==> config.mk <==
export PLATFORM = sky130hd
export DESIGN_NAME = ahb_wait_mem
export DESIGN_NICKNAME = d
export VERILOG_FILES = /design/src/rtl/ahbw_pkg.sv /design/src/rtl/ahbw_addr_stage.sv /design/src/rtl/ahbw_wait_ctr.sv /design/src/rtl/ahbw_mem.sv /design/src/rtl/ahb_wait_mem.sv
export SDC_FILE = /design/constraint.sdc
export NUM_CORES = 1
export LEC_CHECK = 0
export CAP_MARGIN = 5
export CORE_UTILIZATION = 57
export DETAILED_ROUTE_END_ITERATION = 10
export PLACE_DENSITY = 0.74
export REMOVE_ABC_BUFFERS = 1
export SYNTH_ARGS = -nofsm -noshare
export SYNTH_HDL_FRONTEND = slang
export SYNTH_HIERARCHICAL = 1
export SYNTH_SLANG_ARGS = --single-unit
==> constraint.sdc <==
create_clock -name HCLK -period 4.77 [get_ports HCLK]
set_input_delay 0.954 -clock HCLK [delete_from_list [all_inputs] [get_ports HCLK]]
set_output_delay 0.954 -clock HCLK [all_outputs]
set_load 0.1 [all_outputs]
==> src/rtl/ahbw_pkg.sv <==
`timescale 1ns/1ps
// Shared encodings for the wait-state memory slave.
// Assumes the standard two-bit transfer-type coding of the bus.
package ahbw_pkg;
    typedef enum logic [1:0] {
        TR_IDLE   = 2'b00,
        TR_BUSY   = 2'b01,
        TR_NONSEQ = 2'b10,
        TR_SEQ    = 2'b11
    } htrans_e;

    localparam logic RESP_OKAY = 1'b0;
endpackage

==> src/rtl/ahbw_addr_stage.sv <==
`timescale 1ns/1ps
// Address-phase capture register.
// Holds the controls of the transfer now in its data phase, so that they
// stay aligned while the bus already shows the next address.
// Assumes xfer_req is already qualified by select and an active transfer type.
module ahbw_addr_stage #(
    parameter int IDX_W = 4,
    parameter int OFS_W = 2
) (
    input  logic             clk,
    input  logic             rst_n,
    input  logic             xfer_req,
    input  logic             ready,
    input  logic             write,
    input  logic [2:0]       size,
    input  logic [IDX_W-1:0] idx,
    input  logic [OFS_W-1:0] ofs,
    output logic             accept,
    output logic             pend_valid,
    output logic             pend_write,
    output logic [2:0]       pend_size,
    output logic [IDX_W-1:0] pend_idx,
    output logic [OFS_W-1:0] pend_ofs
);
    // An address phase counts only on an edge where the system is ready.
    assign accept = xfer_req && ready;

    // Capture on acceptance, retire on a ready edge, freeze during a stall.
    always_ff @(posedge clk) begin
        if (!rst_n) begin
            pend_valid <= 1'b0;
            pend_write <= 1'b0;
            pend_size  <= '0;
            pend_idx   <= '0;
            pend_ofs   <= '0;
        end else if (accept) begin
            pend_valid <= 1'b1;
            pend_write <= write;
            pend_size  <= size;
            pend_idx   <= idx;
            pend_ofs   <= ofs;
        end else if (ready) begin
            pend_valid <= 1'b0;
        end
    end
endmodule

==> src/rtl/ahbw_wait_ctr.sv <==
`timescale 1ns/1ps
// Stall generator: drives ready low for WAIT_STATES cycles per transfer.
// Assumes accept only occurs on edges where the system ready is high.
module ahbw_wait_ctr #(
    parameter int WAIT_STATES = 2
) (
    input  logic clk,
    input  logic rst_n,
    input  logic accept,
    input  logic pend_valid,
    output logic ready_out
);
    localparam int CNT_W = (WAIT_STATES > 0) ? $clog2(WAIT_STATES + 1) : 1;

    if (WAIT_STATES == 0) begin : g_nowait
        // Zero stalls: always ready, counter logic not built.
        logic unused_ctl;
        assign unused_ctl = ^{clk, rst_n, accept, pend_valid};
        assign ready_out  = 1'b1;
    end else begin : g_wait
        logic [CNT_W-1:0] cnt_q;

        // Load on acceptance, count down while the data phase is stalled.
        always_ff @(posedge clk) begin
            if (!rst_n) begin
                cnt_q <= '0;
            end else if (accept) begin
                cnt_q <= CNT_W'(WAIT_STATES);
            end else if (pend_valid && (cnt_q != '0)) begin
                cnt_q <= cnt_q - 1'b1;
            end
        end

        // Stall while a transfer is pending and stalls remain.
        assign ready_out = !(pend_valid && (cnt_q != '0));
    end
endmodule

==> src/rtl/ahbw_mem.sv <==
`timescale 1ns/1ps
// Register-array word store with per-byte write enables.
// Assumes DEPTH is a power of two and DATA_W a multiple of 8.
module ahbw_mem #(
    parameter int DEPTH  = 16,
    parameter int DATA_W = 32
) (
    input  logic                       clk,
    input  logic                       rst_n,
    input  logic                       wr_en,
    input  logic [$clog2(DEPTH)-1:0]   wr_idx,
    input  logic [DATA_W/8-1:0]        wr_mask,
    input  logic [DATA_W-1:0]          wr_data,
    input  logic [$clog2(DEPTH)-1:0]   rd_idx,
    output logic [DATA_W-1:0]          rd_data
);
    localparam int NB = DATA_W / 8;

    logic [DATA_W-1:0] mem_q [DEPTH];

    // Clear on reset, otherwise update the enabled byte lanes.
    always_ff @(posedge clk) begin
        if (!rst_n) begin
            for (int i = 0; i < DEPTH; i++) mem_q[i] <= '0;
        end else if (wr_en) begin
            for (int b = 0; b < NB; b++) begin
                if (wr_mask[b]) mem_q[wr_idx][8*b +: 8] <= wr_data[8*b +: 8];
            end
        end
    end

    // Asynchronous read of the addressed word.
    assign rd_data = mem_q[rd_idx];
endmodule

==> src/rtl/ahb_wait_mem.sv <==
`timescale 1ns/1ps
// Bus memory slave with a fixed, programmable number of wait states.
// Captures controls in the address phase, and writes or reads in the data
// phase, which is stretched by WAIT_STATES cycles. New addresses are
// accepted only when the system ready is high.
// Assumes DATA_W >= 16, DEPTH a power of two, and WAIT_STATES in 0..7.
module ahb_wait_mem
    import ahbw_pkg::*;
#(
    parameter int ADDR_W      = 32,
    parameter int DATA_W      = 32,
    parameter int DEPTH       = 16,
    parameter int WAIT_STATES = 2
) (
    input  logic              HCLK,
    input  logic              HRESETn,
    input  logic              HSEL,
    input  logic [ADDR_W-1:0] HADDR,
    input  logic [1:0]        HTRANS,
    input  logic              HWRITE,
    input  logic [2:0]        HSIZE,
    input  logic [DATA_W-1:0] HWDATA,
    input  logic              HREADY,
    output logic [DATA_W-1:0] HRDATA,
    output logic              HREADYOUT,
    output logic              HRESP
);
    localparam int NB    = DATA_W / 8;
    localparam int OFS_W = $clog2(NB);
    localparam int IDX_W = $clog2(DEPTH);

    logic             xfer_req;
    logic             accept;
    logic             pend_valid;
    logic             pend_write;
    logic [2:0]       pend_size;
    logic [IDX_W-1:0] pend_idx;
    logic [OFS_W-1:0] pend_ofs;
    logic [NB-1:0]    lane_mask;
    logic             wr_en;
    logic [DATA_W-1:0] rd_word;
    logic             unused_bits;

    // Active transfer request: selected and of a moving type.
    assign xfer_req = HSEL && ((HTRANS == TR_NONSEQ) || (HTRANS == TR_SEQ));
    assign unused_bits = ^{HADDR[ADDR_W-1:IDX_W+OFS_W]};

    ahbw_addr_stage #(
        .IDX_W (IDX_W),
        .OFS_W (OFS_W)
    ) u_addr (
        .clk        (HCLK),
        .rst_n      (HRESETn),
        .xfer_req   (xfer_req),
        .ready      (HREADY),
        .write      (HWRITE),
        .size       (HSIZE),
        .idx        (HADDR[IDX_W+OFS_W-1:OFS_W]),
        .ofs        (HADDR[OFS_W-1:0]),
        .accept     (accept),
        .pend_valid (pend_valid),
        .pend_write (pend_write),
        .pend_size  (pend_size),
        .pend_idx   (pend_idx),
        .pend_ofs   (pend_ofs)
    );

    ahbw_wait_ctr #(
        .WAIT_STATES (WAIT_STATES)
    ) u_wait (
        .clk        (HCLK),
        .rst_n      (HRESETn),
        .accept     (accept),
        .pend_valid (pend_valid),
        .ready_out  (HREADYOUT)
    );

    // Byte lane b is written when it lies in the same size-aligned group as the offset.
    always_comb begin
        for (int b = 0; b < NB; b++) begin
            lane_mask[b] = (((OFS_W'(b) ^ pend_ofs) >> pend_size) == '0);
        end
    end

    // Commit the write on the ready edge that closes its data phase.
    assign wr_en = pend_valid && pend_write && HREADY;

    ahbw_mem #(
        .DEPTH  (DEPTH),
        .DATA_W (DATA_W)
    ) u_mem (
        .clk     (HCLK),
        .rst_n   (HRESETn),
        .wr_en   (wr_en),
        .wr_idx  (pend_idx),
        .wr_mask (lane_mask),
        .wr_data (HWDATA),
        .rd_idx  (pend_idx),
        .rd_data (rd_word)
    );

    // Drive read data only in a read data phase.
    assign HRDATA = (pend_valid && !pend_write) ? rd_word : '0;
    assign HRESP  = RESP_OKAY;
endmodule

# After elaboration in Yosys (flattened, before gate mapping)
# Memories as Yosys holds them, arrays and structs flattened. A register that Yosys moved wholly into a read port is not among the register bits.
# Cells that the tools add are included.
[totals]
elab_cells = 64
n_memories = 1
out_inout_bits = 34
latchBits = 0
regBits = 13
ram_bits = 512
mem_bits_ro = 0
[op_classes]
n_mux = 27
eq_ne = 2
n_div = 0
bitwise = 4
n_addsub = 1
reduce_logical = 18
multipliers = 0
order_cmp = 0
n_shift = 4
[memory_table]
columns = ["memory", "words", "width", "rd", "rd_clocked_by_memory_dff", "wr", "line", "source"]
rows = [
  ["u_mem.mem_q", 16, 32, 1, 1, 16, "ahbw_mem.sv:19", "logic [DATA_W-1:0] mem_q [DEPTH];"],
]
[op_table]
columns = ["op", "count"]
rows = [
  ["$mux W32", 2],
  ["$reduce_or A32 Y1", 1],
  ["$mux W1", 19],
  ["$mux W4", 4],
  ["$shr A2 B3 Y2", 4],
  ["$logic_not A2 Y1", 4],
  ["$logic_and A1 B1 Y1", 6],
  ["$reduce_bool A2 Y1", 3],
  ["$eq A2 B2 Y1 const B", 2],
  ["$mux W2", 2],
  ["$not A1 Y1", 3],
  ["$logic_not A1 Y1", 2],
  ["$not A2 Y2", 1],
  ["$reduce_or A2 Y1", 1],
  ["$sub A2 B1 Y2 const B", 1],
  ["$logic_or A1 B1 Y1", 1],
]

# Longest topological paths before layout
[logic_depth]
ltp_word = 9
depth_mapped = 7
ltp_nobuf = 5

# Cells and area by module
# The synthesis kept the hierarchy.
[by_module_without_submodules]
columns = ["module", "seq_area_each_um2", "n_inst", "cells_per_inst", "area_per_inst_um2"]
rows = [
  ["ahbw_mem", 15374.7, 1, 1527, 22137.5],
  ["ahbw_addr_stage", 220.2, 1, 49, 466.7],
  ["ahb_wait_mem", 0.0, 1, 48, 336.6],
  ["ahbw_wait_ctr", 40.0, 1, 11, 116.4],
]

# Worst setup path after synthesis
# OpenSTA, ideal clock, no wires.
[synth_timing]
path_kind = "reg-to-output"
startpoint = "reg, netlist name u_addr/pend_idx[0]"
endpoint = "out HRDATA[20]"
arrival_ns = 1.995
path_buffers = 2
t_required_ns = 3.816
path_slack_ns = 1.821
path_stages_with_launch = 7
path_cell_list = "dfxtp_1 -> buf_2 -> buf_2 -> mux4_2 -> a22oi_1 -> nand2_1 -> and2_1"
[synth_rtl]
columns = ["element", "line", "source"]
rows = [
  ["to (decl)", "ahb_wait_mem.sv:24", "output logic [DATA_W-1:0] HRDATA,"],
]

==> summary.md <==
| Metric | Value |
|---|---|
| Clk_skew | `23.2 ps` |
| FP Rows | `73` |
| Switching pwr | `1980 uW` |
| Clk_lat worst skew | `570 ps` |
| Core area | `39800 um2` |
| Fin crit share | `92.6%` |
| Clk slew on worst S/H paths | `60 ps` |
| Die H | `203 um` |
| Worst Max-Slew Pin Slew | `1130 ps` |
| Count of state elements after synthesis | `525` |
| GRT Util Overall | `28.1%` |
| Cell family with most CP delay | `flip-flops` |
| Post-synthesis area per instance | `14.1 um2` |
| Final setup fails | `0` |
| Asr flop ratio synth | `0%` |
| Vias in the first global route | `14400` |
| Pwr Density | `360 nW/um2` |
| Hold Crit Class | `reg -> reg` |
| Post-synth EDFFs | `512` |
| Mux cell area share after synthesis | `12.5%` |
| Routed Antenna Nets | `0` |
| Largest net degree at the start of global routing | `57` |
| Seq/Total Area, Yosys | `67.8%` |
| XOR/XNOR Fraction of Synth Area | `0.0380%` |
| Final Slew Violations | `0` |
| Via Count | `14100` |
| Fillers | `2857` |
| Worst vdd ir | `0.251 mV` |
| Ys flop type | `edfxtp_1` |
| Synth cell types | `34` |
| Run status | `completed` |
| Slowest-stage cell, CP | `dfxtp_4` |
| Largest family of logic cells by synthesized area | `multiplexers` |
| Nets | `1798` |
| Slew Limit Headroom | `24.4%` |
| Synth Area in Compound Gates | `3.99%` |
| Worst hold slack | `466 ps` |
| Crit path buf inv count | `2` |
| Lkg Pwr | `0.00861 uW` |
| GPL Wtd Cong | `0.808` |
| Setup TNS | `0 ps` |
| Unrepaired setup endpoints after global routing | `false` |
| H-tree depth | `2` |
| Total CTS buffers | `49` |
| First-pass GRT wire length | `85000 um` |
| Fin. Hold Viols | `0` |
| Pwr Total | `9360 uW` |
| Root Driver | `clkbuf_16` |
| Mapped Cells | `1635` |
| Starting Density | `57.9%` |
| Hold Buf Count CTS | `0` |
| Flop-to-flop setup slack | `1140 ps` |
| WL per Instance | `24.7 um` |
| Comb power frac | `6.0%` |
| Iteration-0 DRC Markers | `1317` |
| TritonRoute pass-1 iters | `6` |
| Worst setup SP type | `flip-flop` |
| Vias per std cell | `6.20` |
| Sink Count | `525` |
| CTS tree | `yes` |
| Number of I/O pins | `108` |
| F_max | `0.226 GHz` |
| Most used cell, CP | `buf_4` |
| Grt ovf | `0` |
| Worst Path Required | `3820 ps` |
| DIE AREA | `41300 um2` |
| Yosys warns | `6` |
| Clock share of power | `37.9%` |
| Internal | `7380 uW` |
| Adder-cell share of the synthesized area | `0.0543%` |
| Seq pwr share | `56.1%` |
| Post-CTS Setup Repair Bufs | `0` |
| Max FO, Critical Path | `53` |
| Die Wd | `203 um` |
| Hpwl dp | `36000 um` |
| Area post-placement | `24600 um2` |
| Diode count | `0` |
| Kind of critical path | `reg -> out` |
| Input/output buffers | `79` |
| Switching fraction of total power | `21.2%` |
| CP Capture Type | `output port` |
| WP data arrival | `3460 ps` |
| Simple-gate share of the synthesized area | `12.5%` |
| Post-Syn Area | `23100 um2` |
| PostCTS Resize Cnt | `0` |
| Max_cap viols | `0` |
| DRC Markers | `0` |
| Final worst path period need | `4420 ps` |
| Initial antenna violation count | `0` |
| Post-route cell area | `26000 um2` |
| WL final | `56400 um` |
| CP max stage delay | `1110 ps` |
| Area Overhead vs Synth | `12.9%` |
| Clock tree buffer depth | `3` |
| Share of layout cells above drive strength 1 | `21.3%` |
| Critical-path cell list | `buf_4 -> mux4_2 -> a22oi_1 -> nand2_1 -> and2_2 -> buf_4` |
## placed cells by master (no fill, tap or decap), types with 2 or more instances in the layout
cell	Yosys	routed
edfxtp_1	512	512
nor2_1	486	485
buf_4	10	140
mux4_2	128	128
nand2_1	82	81
o21ai_0	66	66
a22oi_1	64	64
clkbuf_16	0	49
clkdlybuf4s50_1	0	46
and2_1	45	45
and2_2	21	21
clkbuf_1	101	19
nand4_1	11	11
dfxtp_1	13	11
o21ai_2	9	9
nand3_1	9	9
clkinv_1	0	8
nor2b_1	8	6
inv_1	4	4
clkinv_2	0	4
and3_1	4	4
buf_12	1	4
o21ai_1	3	3
nor2_4	3	3
nor2b_4	2	2
inv_6	0	2
o21a_1	2	2
dfxtp_4	0	2
nor2b_2	0	2
## cells in the mapped netlist (4+ instances only)
master,number,share of area (%)
buf_1,9,0.15
edfxtp_1,512,67
clkbuf_1,101,1.6
buf_2,29,0.63
a22oi_1,64,2.1
nand3_1,9,0.20
inv_1,4,0.065
mux4_2,128,13
and3_1,4,0.11
and2_1,45,1.2
nand2_1,82,1.3
and2_2,21,0.68
nor2_1,486,7.9
nand4_1,11,0.30
dfxtp_1,13,1.1
nor2b_1,8,0.22
buf_4,10,0.33
o21ai_2,9,0.34
o21ai_0,66,1.4
buf_6,4,0.20
## path summary, 6_finish.rpt
path,from,end,cells after the start
max,u_addr/pend_idx[0]$_SDFFE_PN0P_,HRDATA[18],6
min,u_addr/pend_size[1]$_SDFFE_PN0P_,u_addr/pend_size[1]$_SDFFE_PN0P_,2
max reg2reg,u_addr/pend_idx[1]$_SDFFE_PN0P_,u_mem/mem_q[14][18]$_SDFFCE_PN0P_,5
min reg2reg,u_addr/pend_size[1]$_SDFFE_PN0P_,u_addr/pend_size[1]$_SDFFE_PN0P_,2
## per-stage QoR
stage / setup slack, ps / utilization, % / cells
4_1_cts: 297 / 65.4 / 2281
5_1_grt: 186 / 65.4 / 2281
3_5_place_dp: 895 / 61.8 / 2197
3_3_place_gp: 918 / 61.8 / 2197
2_1_floorplan: -4710 / - / 1481
6_report: 351 / 65.4 / 2281
## cell type report
cell class	count	area, um2	area share (%)
Inverter	4	15.0	0.0577
Multi-Input combinational cell	952	6720	25.8
Sequential cell	525	15600	60.1
Clock inverter	15	97.6	0.375
Clock buffer	69	1310	5.04
Timing Repair Buffer	191	1600	6.13
Tap cell	525	657	2.52
## metal layers
metal / GRT usage [%] / part of all wire [%] / vias to the layer above
met4: 11.5 / 3.8 / 0
met1: 36.6 / 36 / 7077
met3: 4.03 / 9.2 / 133
met2: 47.7 / 51 / 789
met5: 0 / 0 / -
li1: - / - / 6149
## power by group through the flow
stage	Combinational (uW)	Clock (uW)	Sequential (uW)
floorplan	320	0	5340
global placement	545	0	5340
detailed placement	555	0	5350
CTS	557	3590	5260
global route	586	3760	5270
finish	558	3550	5260
## cells by family (layout without fill, tap and decap cells)
family,count (synthesis),count (layout)
and+or+nand+nor,676,676
DFF,525,525
buffers and inverters,158,279
AOI/OAI and AO/OA,144,144
muxes,129,129
adders and majority gates,1,1
other,1,1
xor gates and xnor gates,1,1
## tightest hold or removal path, delay by kind of cell, from the launching register on
kind	cells	cell delay, ps
flip-flops	1	310
AO/OA/AOI/OAI	1	50
AND/OR/NAND/NOR	1	70
## flip-flops by register name, indices dropped and copies added (netlist names)
name                 cells
u_addr/pend_size         3
u_addr/pend_idx          4
u_addr/pend_valid        1
u_mem/mem_q            512
u_wait/g_wait.cnt_q      2
u_addr/pend_write        1
u_addr/pend_ofs          2
Note: power is estimated with default switching activity, not from simulation.
